$ cat config.mk
export PLATFORM = sky130hd
export DESIGN_NAME = act_window_limiter
export DESIGN_NICKNAME = d
export VERILOG_FILES = /design/src/rtl/act_lim_pkg.sv /design/src/rtl/act_lim_ctr.sv /design/src/rtl/act_lim_slot.sv /design/src/rtl/act_lim_pick.sv /design/src/rtl/act_window_limiter.sv
export SDC_FILE = /design/constraint.sdc
export NUM_CORES = 1
export LEC_CHECK = 0
export BUFFER_PORTS_ARGS = -buffer_cell sky130_fd_sc_hd__buf_4
export CAP_MARGIN = 10
export CORE_AREA = 2 2 82 84
export DETAILED_ROUTE_END_ITERATION = 6
export DIE_AREA = 0 0 84 86
export GPL_ROUTABILITY_DRIVEN = 1
export HOLD_SLACK_MARGIN = 0.08
export PLACE_DENSITY_LB_ADDON = 0.1
export SLEW_MARGIN = 20
export SYNTH_ARGS = -nofsm -noshare
export SYNTH_HDL_FRONTEND = slang
export SYNTH_HIERARCHICAL = 1
export SYNTH_SLANG_ARGS = --single-unit
export TNS_END_PERCENT = 30
$ cat constraint.sdc
create_clock -name clk_i -period 2.8 [get_ports clk_i]
set_clock_uncertainty 0.2 [all_clocks]
set_input_delay 0.14 -clock clk_i [delete_from_list [all_inputs] [get_ports clk_i]]
set_output_delay 0.14 -clock clk_i [all_outputs]
set_load 0.1 [all_outputs]
$ cat src/rtl/act_lim_pkg.sv
package act_lim_pkg;
  // counter width: modulus must exceed the window so elapsed 0..WINDOW is exact
  function automatic int stamp_width(input int window_cyc);
    int w;
    w = 1;
    while ((1 << w) <= window_cyc) w++;
    return w;
  endfunction

  function automatic int ptr_width(input int depth);
    return (depth > 1) ? $clog2(depth) : 1;
  endfunction
endpackage

$ cat src/rtl/act_lim_ctr.sv
module act_lim_ctr #(
  parameter int CW = 6
) (
  input  logic          clk_i,
  input  logic          rst_ni,
  output logic [CW-1:0] now_o
);
  always_ff @(posedge clk_i or negedge rst_ni) begin
    if (!rst_ni) now_o <= '0;
    else         now_o <= now_o + 1'b1;
  end
endmodule

$ cat src/rtl/act_lim_slot.sv
module act_lim_slot #(
  parameter int CW         = 6,
  parameter int WINDOW_CYC = 32
) (
  input  logic          clk_i,
  input  logic          rst_ni,
  input  logic [CW-1:0] now_i,
  input  logic          wr_i,
  output logic          busy_o,
  output logic          aged_o
);
  logic [CW-1:0] stamp_q;
  logic [CW-1:0] elapsed;

  // modular difference is exact because a slot is freed when elapsed reaches the window
  assign elapsed = now_i - stamp_q;
  assign aged_o  = elapsed >= CW'(WINDOW_CYC);

  always_ff @(posedge clk_i or negedge rst_ni) begin
    if (!rst_ni) begin
      busy_o  <= 1'b0;
      stamp_q <= '0;
    end else if (wr_i) begin
      busy_o  <= 1'b1;
      stamp_q <= now_i;
    end else if (busy_o && aged_o) begin
      busy_o  <= 1'b0;
    end
  end
endmodule

$ cat src/rtl/act_lim_pick.sv
module act_lim_pick #(
  parameter int DEPTH = 4,
  parameter int PW    = 2
) (
  input  logic [DEPTH-1:0] busy_i,
  input  logic [DEPTH-1:0] aged_i,
  input  logic [PW-1:0]    oldest_i,
  output logic             ok_o
);
  always_comb begin
    ok_o = 1'b1;
    for (int i = 0; i < DEPTH; i++) begin
      if (PW'(i) == oldest_i) ok_o = !busy_i[i] || aged_i[i];
    end
  end
endmodule

$ cat src/rtl/act_window_limiter.sv
module act_window_limiter
  import act_lim_pkg::*;
#(
  parameter int MAX_ACTS   = 4,
  parameter int WINDOW_CYC = 32
) (
  input  logic clk_i,
  input  logic rst_ni,
  input  logic act_i,
  output logic act_ok_o,
  output logic act_err_o
);
  localparam int CW = stamp_width(WINDOW_CYC);
  localparam int PW = ptr_width(MAX_ACTS);

  generate
    if (WINDOW_CYC == 0) begin : g_off
      assign act_ok_o  = 1'b1;
      assign act_err_o = 1'b0;
    end else begin : g_on
      logic [CW-1:0]       now;
      logic [PW-1:0]       oldest_q;
      logic [MAX_ACTS-1:0] busy, aged, wr;
      logic                ok;
      logic                err_q;

      act_lim_ctr #(.CW(CW)) u_ctr (
        .clk_i (clk_i),
        .rst_ni(rst_ni),
        .now_o (now)
      );

      for (genvar s = 0; s < MAX_ACTS; s++) begin : g_slot
        assign wr[s] = act_i && (oldest_q == PW'(s));
        act_lim_slot #(.CW(CW), .WINDOW_CYC(WINDOW_CYC)) u_slot (
          .clk_i (clk_i),
          .rst_ni(rst_ni),
          .now_i (now),
          .wr_i  (wr[s]),
          .busy_o(busy[s]),
          .aged_o(aged[s])
        );
      end

      act_lim_pick #(.DEPTH(MAX_ACTS), .PW(PW)) u_pick (
        .busy_i  (busy),
        .aged_i  (aged),
        .oldest_i(oldest_q),
        .ok_o    (ok)
      );

      always_ff @(posedge clk_i or negedge rst_ni) begin
        if (!rst_ni) begin
          oldest_q <= '0;
          err_q    <= 1'b0;
        end else begin
          err_q <= act_i && !ok;
          if (act_i) begin
            if (oldest_q == PW'(MAX_ACTS - 1)) oldest_q <= '0;
            else                               oldest_q <= oldest_q + 1'b1;
          end
        end
      end

      assign act_ok_o  = ok;
      assign act_err_o = err_q;
    end
  endgenerate
endmodule

==> flow_summary.ini, run 1 <==
[timing]
holdWs_ns = 0.154
fmax_ghz = 0.355
setup_viol = 1
setup_slack_ns = -0.0156
max_slew_margin_pct = 62.0
rsz0062_at_grt = yes
slew_viol_final = 0
fin_crit_sh_pct = 101
worstMarginPinSlew_ns = 0.571
hold_violations = 0
period_minus_slack_ns = 2.82
setup_tns_ns = -0.0156

[final_layout]
antenna_cells = 0
synthToLayoutAreaGrowth_pct = 21.8
finalNetCount = 250
fin_cells = 300
post-route-util_pct = 42.4
drive_above_1_share_pct = 26.9

[grt]
grt_pass1_wl_um = 7730
grt_pass1_vias = 1521
antenna_found_initial = 0
grt_use_total_pct = 13.8
grt_max_degree = 38
gr-total-overflow = 0

[clock_network]
cts_made_buffers = 5
cts_sinks = 37
clk_pin_slew_ns = 0.08
cts_buffer_depth = 2
cts_max_level = 2
worst_skew_pair.late_latency_ns = 0.29
cts_tree = done
cts_root_buffer = clkbuf_8

[setup_path]
reg2reg_slack_ns = 0.41
cp_num_cells = 8
r2r_start = g_on.u_ctr/now_o[2]
criticalPathCategory = register to output pin
critPathCaptureType = output pin
r2r_cells = 8
critPathLaunchType = register
cp_slowest_cell = dfrtp_2
worst_ep_arrival_time_ns = 2.48
path_buf_inv = 1
cp.required_ns = 2.46
crit_family = flip-flops
crit_chain = ha_4 > o211a_1 > o31ai_4 > nand2_1 > xnor2_1 > nand2b_1 > mux4_2 > buf_12
path_max_fanout = 7
r2r_end = act_err_o
cpPeakStageDelay_ns = 0.53

[outcome]
violations = negative setup slack
status = finished, violations left

[placement]
place.gp.congestion = 0.833
dpl.cell_count = 283
numPortBuffers = 4
dp_hpwl_um = 2940

[detailed_routing]
vias = 1426
wl_met1_um = 2130
drc = 0
maxUsedRoutingLayer = met4
first_pass_iters = 4
route.met2.wl_um = 2080
wl_um = 4360
antenna_left = 0
vias_per_cell = 4.75
routedWlPerCell_um = 14.5
drt-initial-drc-count = 68
wl_met3_um = 103

[synth]
synthCells = 202
synth.area.top_cells = dfrtp_1 (42%), ha_1 (14%), nand2_1 (4.3%)
yosysMostFrequentCell = dfrtp_1
synth_top_area_cell = dfrtp_1
synth_edf_count = 0
netlist-cell-type-count = 27
yosysSeqAreaShare_pct = 42.4
avgSynthCellArea_um2 = 10.8
synth_nets = 230
synthArstFlopShare_pct = 100
synth_top_area_share_pct = 42.4
ys.flop_type = dfrtp_1
ys_top_cells_by_count = dfrtp_1 (37), ha_1 (25), nand2_1 (25), inv_1 (23)
synthesis.area_mm2 = 0.00218
ys_ff_latch = 37
yosys_warnings = 6

[power]
worst_ir_drop_vdd_v = 0.000631
p_per_area_mw_per_mm2 = 880
p_leak_nw = 1.22

[floorplanning]
start_util_pct = 34.8
row_count = 29
pin_count = 5
core_area_mm2 = 0.00628
die_w_um = 84
die_h_um = 86
dieArea_mm2 = 0.00722

[flow_run]
cap_violations = 0

[worst_hold_path]
worstHoldPathType = input pin to async pin
## sequential cells by signal (all words and copies together) (netlist names)
signal,cells
g_on.g_slot.u_slot/busy_o,4
g_on.u_ctr/now_o,6
act_err_o,1
g_on.g_slot.u_slot/stamp_q,24
g_on.oldest_q,2
## layout by cell type (no fill, tap or decap), drive strengths merged, types with 2 or more instances in the layout
cell | Yosys | routed
xor2 | 6 | 6
nand3 | 2 | 2
nand4 | 4 | 4
o21ai | 18 | 18
and2 | 4 | 4
o211ai | 4 | 4
dfrtp | 37 | 37
nand2b | 4 | 4
nor2b | 5 | 5
o211a | 4 | 4
nand2 | 25 | 25
xnor2 | 10 | 10
buf | 4 | 15
ha | 25 | 25
a31oi | 4 | 4
a21oi | 4 | 4
clkbuf | 0 | 7
inv | 23 | 23
mux2 | 8 | 8
o31ai | 4 | 4
dlygate4sd3 | 0 | 2
a21boi | 4 | 4
## how the worst max path moves through the flow
stage,start,endpoint
floorplan,g_on.u_ctr/now_o[1],act_err_o
global placement,g_on.u_ctr/now_o[1],act_ok_o
detailed placement,g_on.u_ctr/now_o[1],act_ok_o
CTS,g_on.u_ctr/now_o[2],act_ok_o
global route,g_on.u_ctr/now_o[2],act_ok_o
finish,g_on.u_ctr/now_o[2],act_ok_o
## per-layer routing
layer	GRT usage (%)	vias to the layer above
li1	-	732
met1	17.4	680
met2	23.0	9
met3	3.66	5
met4	4.84	0
met5	0	-
## area by class of cell
type	instances	area [µm²]
fill	622	3620
multi-input combinational	138	1300
sequential	37	932
timing repair buffer	17	141
clock buffer	7	96.3
tap	77	96.3
inverter	23	86.3
clock inverter	1	5.00
## metrics by stage
step | power (mW) | setup slack (ns) | instance area (µm²)
final | 2.34 | -0.0156 | 2660
after global routing | 2.55 | -0.125 | 2660
after CTS | 2.35 | -0.0336 | 2650
after global placement | 1.78 | 0.108 | 2320
after detailed placement | 1.79 | 0.0972 | 2320
after floorplan | 1.60 | 0.169 | 2180
## logic make-up (layout without fill, tap and decap cells)
group / after synthesis / in the layout / share of synthesized area [%]
DFF: 37 / 37 / 42.4
xor gates and xnor gates: 16 / 16 / 6.42
buffers and inverters: 27 / 48 / 4.87
and+or+nand+nor: 46 / 46 / 12.1
adders and majority gates: 25 / 25 / 14.3
AOI/OAI and AO/OA: 42 / 42 / 14.7
muxes: 9 / 9 / 5.16
## timing repair
item	in CTS	in global routing
endpoints found under the hold margin	40	0
setup endpoints to repair	1	1
hold buffers	2	0
buffers inserted	7	0
pin swaps	10	3
resized for setup	21	1
## power breakdown
part / internal (mW) / switching (mW)
clock network: 0.223 / 0.194
logic: 0.478 / 0.599
registers: 0.735 / 0.112
## worst register-to-register path, cell delays in order, from the launching register on
cell	delay [ns]
dfrtp_2	0.53
ha_4	0.25
o211a_1	0.24
o31ai_4	0.07
nand2_1	0.10
xnor2_1	0.12
nand2b_1	0.15
mux4_2	0.51
nor2b_1	0.14
Note: power is estimated with default switching activity, not from simulation.
==> inputs of run 2 (changes only) <==
--- a/config.mk
+++ b/config.mk
@@ -5,6 +5,7 @@
 export SDC_FILE = /design/constraint.sdc
 export NUM_CORES = 1
 export LEC_CHECK = 0
+export ABC_AREA = 1
 export BUFFER_PORTS_ARGS = -buffer_cell sky130_fd_sc_hd__buf_4
 export CAP_MARGIN = 10
 export CORE_AREA = 2 2 82 84
==> constraint.sdc (replaced) <==
create_clock -name clk_i -period 3 [get_ports clk_i]
set_clock_uncertainty 0.2 [all_clocks]
set_input_delay 0.15 -clock clk_i [delete_from_list [all_inputs] [get_ports clk_i]]
set_output_delay 0.15 -clock clk_i [all_outputs]
set_load 0.1 [all_outputs]
==> flow_summary.ini, run 2 <==
[worst_hold_path]
worstHoldPathType = input pin to async pin

[synth]
synth_top_area_share_pct = 43.1
synth_top_area_cell = dfrtp_1
netlist-cell-type-count = 17
yosysMostFrequentCell = nand2_1
synthArstFlopShare_pct = 100
avgSynthCellArea_um2 = 7.72
synthCells = 278
ys_top_cells_by_count = nand2_1 (85), inv_1 (63), dfrtp_1 (37), ha_1 (25), o21ai_0 (24)
synth_nets = 306
synthesis.area_mm2 = 0.00215
synth_edf_count = 0
yosysSeqAreaShare_pct = 43.1
yosys_warnings = 6
ys_ff_latch = 37
ys.flop_type = dfrtp_1
synth.area.top_cells = dfrtp_1 (43%), nand2_1 (15%), ha_1 (15%)

[flow_run]
cap_violations = 0

[timing]
slew_viol_final = 0
hold_violations = 0
setup_slack_ns = 0.401
period_minus_slack_ns = 2.60
max_slew_margin_pct = 65.3
rsz0062_at_grt = no
fin_crit_sh_pct = 86.6
fmax_ghz = 0.385
worstMarginPinSlew_ns = 0.521
setup_tns_ns = 0
setup_viol = 0

[setup_path]
r2r_end = act_err_o
worstSetupEndpoint = act_ok_o
criticalPathCategory = register to output pin
worstSetupStartpoint = g_on.u_ctr/now_o[3]
critPathCaptureType = output pin
r2r_start = g_on.u_ctr/now_o[3]
critPathLaunchType = register
worst_ep_arrival_time_ns = 2.25
cp.required_ns = 2.65
r2r_cells = 12
path_max_fanout = 11
reg2reg_slack_ns = 0.96

[clock_network]
cts_buffer_depth = 2
cts_sinks = 37
cts_root_buffer = clkbuf_8
cts_made_buffers = 5
cts_max_level = 2
clk_pin_slew_ns = 0.08
worst_skew_pair.late_latency_ns = 0.28
cts_tree = done
cts_setup_buffers = 0

[floorplanning]
row_count = 29
pin_count = 5
die_h_um = 86
die_w_um = 84
core_area_mm2 = 0.00628
dieArea_mm2 = 0.00722
start_util_pct = 34.2

[final_layout]
drive_above_1_share_pct = 4.88
final_area_mm2 = 0.00237
reg_top3 = g_on.g_slot.u_slot/stamp_q (24), g_on.u_ctr/now_o (6), g_on.g_slot.u_slot/busy_o (4)
synthToLayoutAreaGrowth_pct = 10.4
final_common_cell = nand2_1
regMostFlops = g_on.g_slot.u_slot/stamp_q
antenna_cells = 0
finalNetCount = 314
layout_common_cells = nand2_1 (85), inv_1 (63), dfrtp_1 (37), ha_1 (25), o21ai_0 (24)
fill_cells = 668
largest_reg_flops = 24

[detailed_routing]
first_pass_iters = 4
drc = 0
vias_per_cell = 4.34
vias = 1580
routedWlPerCell_um = 11.6
wl_um = 4210
drt-initial-drc-count = 78
antenna_left = 0

[grt]
grt_max_degree = 38
gr-total-overflow = 0
grt_use_total_pct = 13.1
grt_pass1_wl_um = 7520
grt_pass1_vias = 1621
antenna_found_initial = 0

[placement]
place_ws_ns = 0.678
place_area_mm2 = 0.00225
dp_hpwl_um = 2930
place.gp.congestion = 0.750
numPortBuffers = 4

[power]
worst_ir_drop_vdd_v = 0.000301
power_mw = 1.93
p_per_area_mw_per_mm2 = 816
p_leak_nw = 1.37

[outcome]
status = finished, final reports clean
## run 2: cell count changes after synthesis, sizes merged, moves of 5 or more
cell / before / now
inv: 23 / 64
mux2: 8 / 0
nand2: 25 / 85
nand3: 2 / 17
nor2: 0 / 8
nor2b: 5 / 0
o21ai: 18 / 25
xnor2: 10 / 1
## run 2: logic make-up after synthesis
family / share of synthesized area, %
simple gates: 21.6
buf+inv: 12.4
flops: 43.1
compound gates: 7.11
fa+ha+maj: 14.6
xor+xnor: 1.22
## run 2: worst min-delay path by stage
stage                                             to  startpoint
floorplan                                  act_err_o      rst_ni
global placement    g_on.g_slot[2].u_slot/stamp_q[1]      rst_ni
detailed placement               g_on.u_ctr/now_o[3]      rst_ni
CTS                 g_on.g_slot[1].u_slot/stamp_q[1]      rst_ni
global route                     g_on.u_ctr/now_o[5]      rst_ni
finish              g_on.g_slot[2].u_slot/stamp_q[3]      rst_ni
## run 2: area by class of cell
class	count	area (µm²)	share of cell area, %
tap	77	96.3	4.07
multi-input combinational	172	956	40.3
inverter	64	240	10.1
clock inverter	1	5.00	0.211
timing repair buffer	6	50.0	2.11
clock buffer	7	96.3	4.07
sequential	37	926	39.1
## run 2: repair_timing
item,CTS,global route
endpoints found under the setup margin,0,0
hold buffers,2,0
resized for setup,0,0
endpoints found under the hold margin,40,0
## run 2: where the power goes
group | switching (mW) | leakage [nW] | internal [mW]
sequential | 0.0905 | 0.455 | 0.694
combinational | 0.511 | 0.866 | 0.247
clock | 0.184 | 0.0542 | 0.208
total | 0.785 | 1.37 | 1.15
## run 2: critical path, stage by stage (launching register included)
cell	delay [ns]
dfrtp_1	0.66
ha_1	0.32
nand2_1	0.07
inv_1	0.04
nand2_1	0.08
nand4_1	0.12
nand2_1	0.09
inv_1	0.04
nand3_1	0.06
nand3_1	0.09
nand2_1	0.10
buf_4	0.29
## run 2: stage by stage
stage | util, % | hold slack [ns] | std cells
floorplan | - | -0.346 | 278
global placement | 35.8 | -0.0357 | 354
detailed placement | 35.8 | -0.0364 | 354
CTS | 37.8 | 0.195 | 364
global route | 37.8 | 0.218 | 364
finish | 37.8 | 0.173 | 364
## run 2: routing by layer
metal / track usage [%] / vias up / share of wire, %
li1: - / 858 / -
met4: 3.52 / 0 / 0.40
met2: 22.6 / 10 / 46
met5: 0 / - / 0
met3: 2.60 / 2 / 2.4
met1: 16.9 / 710 / 52
==> inputs of run 3 (changes only) <==
==> constraint.sdc (replaced) <==
create_clock -name clk_i -period 2.3 [get_ports clk_i]
set_clock_uncertainty 0.2 [all_clocks]
set_input_delay 0.115 -clock clk_i [delete_from_list [all_inputs] [get_ports clk_i]]
set_output_delay 0.115 -clock clk_i [all_outputs]
set_load 0.1 [all_outputs]
==> flow_summary.ini, run 3 (same netlist as run 2, synthesis figures left out) <==
[outcome]
status = finished, violations left
violations = negative setup slack

[setup_path]
worstSetupStartpoint = g_on.u_ctr/now_o[1]
cpPeakStageDelay_ns = 0.52
crit_top_cell = nand2_1
path_buf_inv = 2
critPathCaptureType = output pin
r2r_cells = 13
path_max_fanout = 8
critPathLaunchType = register
crit_family = simple AND/OR/NAND/NOR gates
crit_chain = ha_1 > nand2_1 > nor2_1 > nand2_1 > nand3_1 > nand2_1 > nand2_1 > inv_1 > nand3_2 > nand3_2 > nand2_2 > buf_12
criticalPathCategory = register to output pin
r2r_end = g_on.g_slot[3].u_slot/busy_o
r2r_start = g_on.u_ctr/now_o[2]
reg2reg_slack_ns = 0.04
cp_slowest_cell = dfrtp_2
worst_ep_arrival_time_ns = 2.01
cp.required_ns = 1.99

[detailed_routing]
drt-initial-drc-count = 60
vias = 1714
antenna_left = 0
wl_um = 4780
routedWlPerCell_um = 12.5
vias_per_cell = 4.49
first_pass_iters = 4
drc = 0

[grt]
gr-total-overflow = 0
antenna_found_initial = 0
grt_pass1_vias = 1641
grt_use_total_pct = 14.0
grt_pass1_wl_um = 7710
grt_max_degree = 38

[floorplanning]
pin_count = 5
start_util_pct = 34.2
die_h_um = 86
row_count = 29
core_area_mm2 = 0.00628
dieArea_mm2 = 0.00722
die_w_um = 84

[timing]
rsz0062_at_grt = yes
fmax_ghz = 0.430
fin_crit_sh_pct = 101
setup_slack_ns = -0.0247
setup_viol = 1
max_slew_margin_pct = 66.7
hold_violations = 0
period_minus_slack_ns = 2.32
slew_viol_final = 0
worstMarginPinSlew_ns = 0.499

[final_layout]
regMostFlops = g_on.g_slot.u_slot/stamp_q
final_common_cell = nand2_1
reg_top3 = g_on.g_slot.u_slot/stamp_q (24), g_on.u_ctr/now_o (6), g_on.g_slot.u_slot/busy_o (4)
synthToLayoutAreaGrowth_pct = 27.9
largest_reg_flops = 24
drive_above_1_share_pct = 19.7
layout_common_cells = nand2_1 (79), inv_1 (62), dfrtp_1 (34), o21ai_0 (24), buf_4 (19)
antenna_cells = 0
finalNetCount = 332
final_area_mm2 = 0.00275
post-route-util_pct = 43.7

[clock_network]
cts_buffer_depth = 2
cts_tree = done
cts_sinks = 37
worst_skew_pair.late_latency_ns = 0.30
cts_max_level = 2
clk_pin_slew_ns = 0.08
cts_root_buffer = clkbuf_8
cts_made_buffers = 5

[placement]
place.gp.congestion = 0.712
place_area_mm2 = 0.00230
numPortBuffers = 4
dp_hpwl_um = 2990
place_ws_ns = 0.114

[power]
p_leak_nw = 1.48
worst_ir_drop_vdd_v = 0.000550
p_per_area_mw_per_mm2 = 1090

[flow_run]
cap_violations = 0

[worst_hold_path]
worstHoldPathType = input pin to async pin
[run 3: worst max-delay path by stage]
stage	to	slack (ns)	depth (start not counted)
5_1_grt	act_ok_o	-0.17	13
6_report	act_ok_o	-0.02	12
2_1_floorplan	act_err_o	0.15	9
3_3_place_gp	act_ok_o	0.1	12
3_5_place_dp	act_ok_o	0.11	12
4_1_cts	act_ok_o	-0.04	13
[run 3: area by class of cell]
| cell class | instances | area (µm²) |
|---|---|---|
| Sequential cell | 37 | 930 |
| Clock buffer | 5 | 68.8 |
| Inverter | 64 | 240 |
| Fill cell | 631 | 3530 |
| Clock inverter | 3 | 65.1 |
| Multi-Input combinational cell | 172 | 1140 |
| Timing Repair Buffer | 24 | 208 |
| Tap cell | 77 | 96.3 |
[run 3: worst reg2reg max path, stage by stage, from the launching register on]
cell and delay [ns]:
dfrtp_2 0.54, ha_4 0.25, nand2_1 0.05, nand2_1 0.06, nand2_2 0.07, nand4_1 0.11, buf_4 0.15, buf_4 0.12
buf_4 0.12, buf_4 0.12, buf_4 0.12, buf_4 0.12, nand3_1 0.07, nand2_1 0.06
[run 3: stage by stage]
stage               TNS (ns)  std cells  power, mW  hold WS [ns]
global route          -0.255        382       3.24         0.176
floorplan                  0        278       1.83        -0.381
finish               -0.0247        382       2.98         0.117
detailed placement         0        359       2.06       -0.0722
global placement           0        359       2.04       -0.0705
CTS                  -0.0379        380       2.86         0.144
[run 3: what timing repair did]
item / 4_1_cts / 5_1_grt
gates cloned: 0 / 0
gates resized for setup: 10 / 20
hold buffers: 2 / 0
hold endpoints to repair: 40 / 0
pin swaps: 10 / 16
setup endpoints to repair: 1 / 2
buffers inserted: 11 / 2
[run 3: where the power goes]
part / internal [mW] / total [mW] / leakage (nW) / switching [mW]
registers: 0.906 / 1.04 / 0.451 / 0.130
clock network: 0.431 / 0.686 / 0.0681 / 0.255
logic: 0.482 / 1.26 / 0.964 / 0.775
total: 1.82 / 2.98 / 1.48 / 1.16
[run 3: per-layer routing]
layer / global-route usage (%) / wire (µm) / up-vias
met1: 17.6 / 2380 / 790
met4: 6.16 / 97 / 0
met2: 23.1 / 2190 / 16
li1: - / - / 896
met3: 3.08 / 108 / 12
met5: 0 / 0 / -
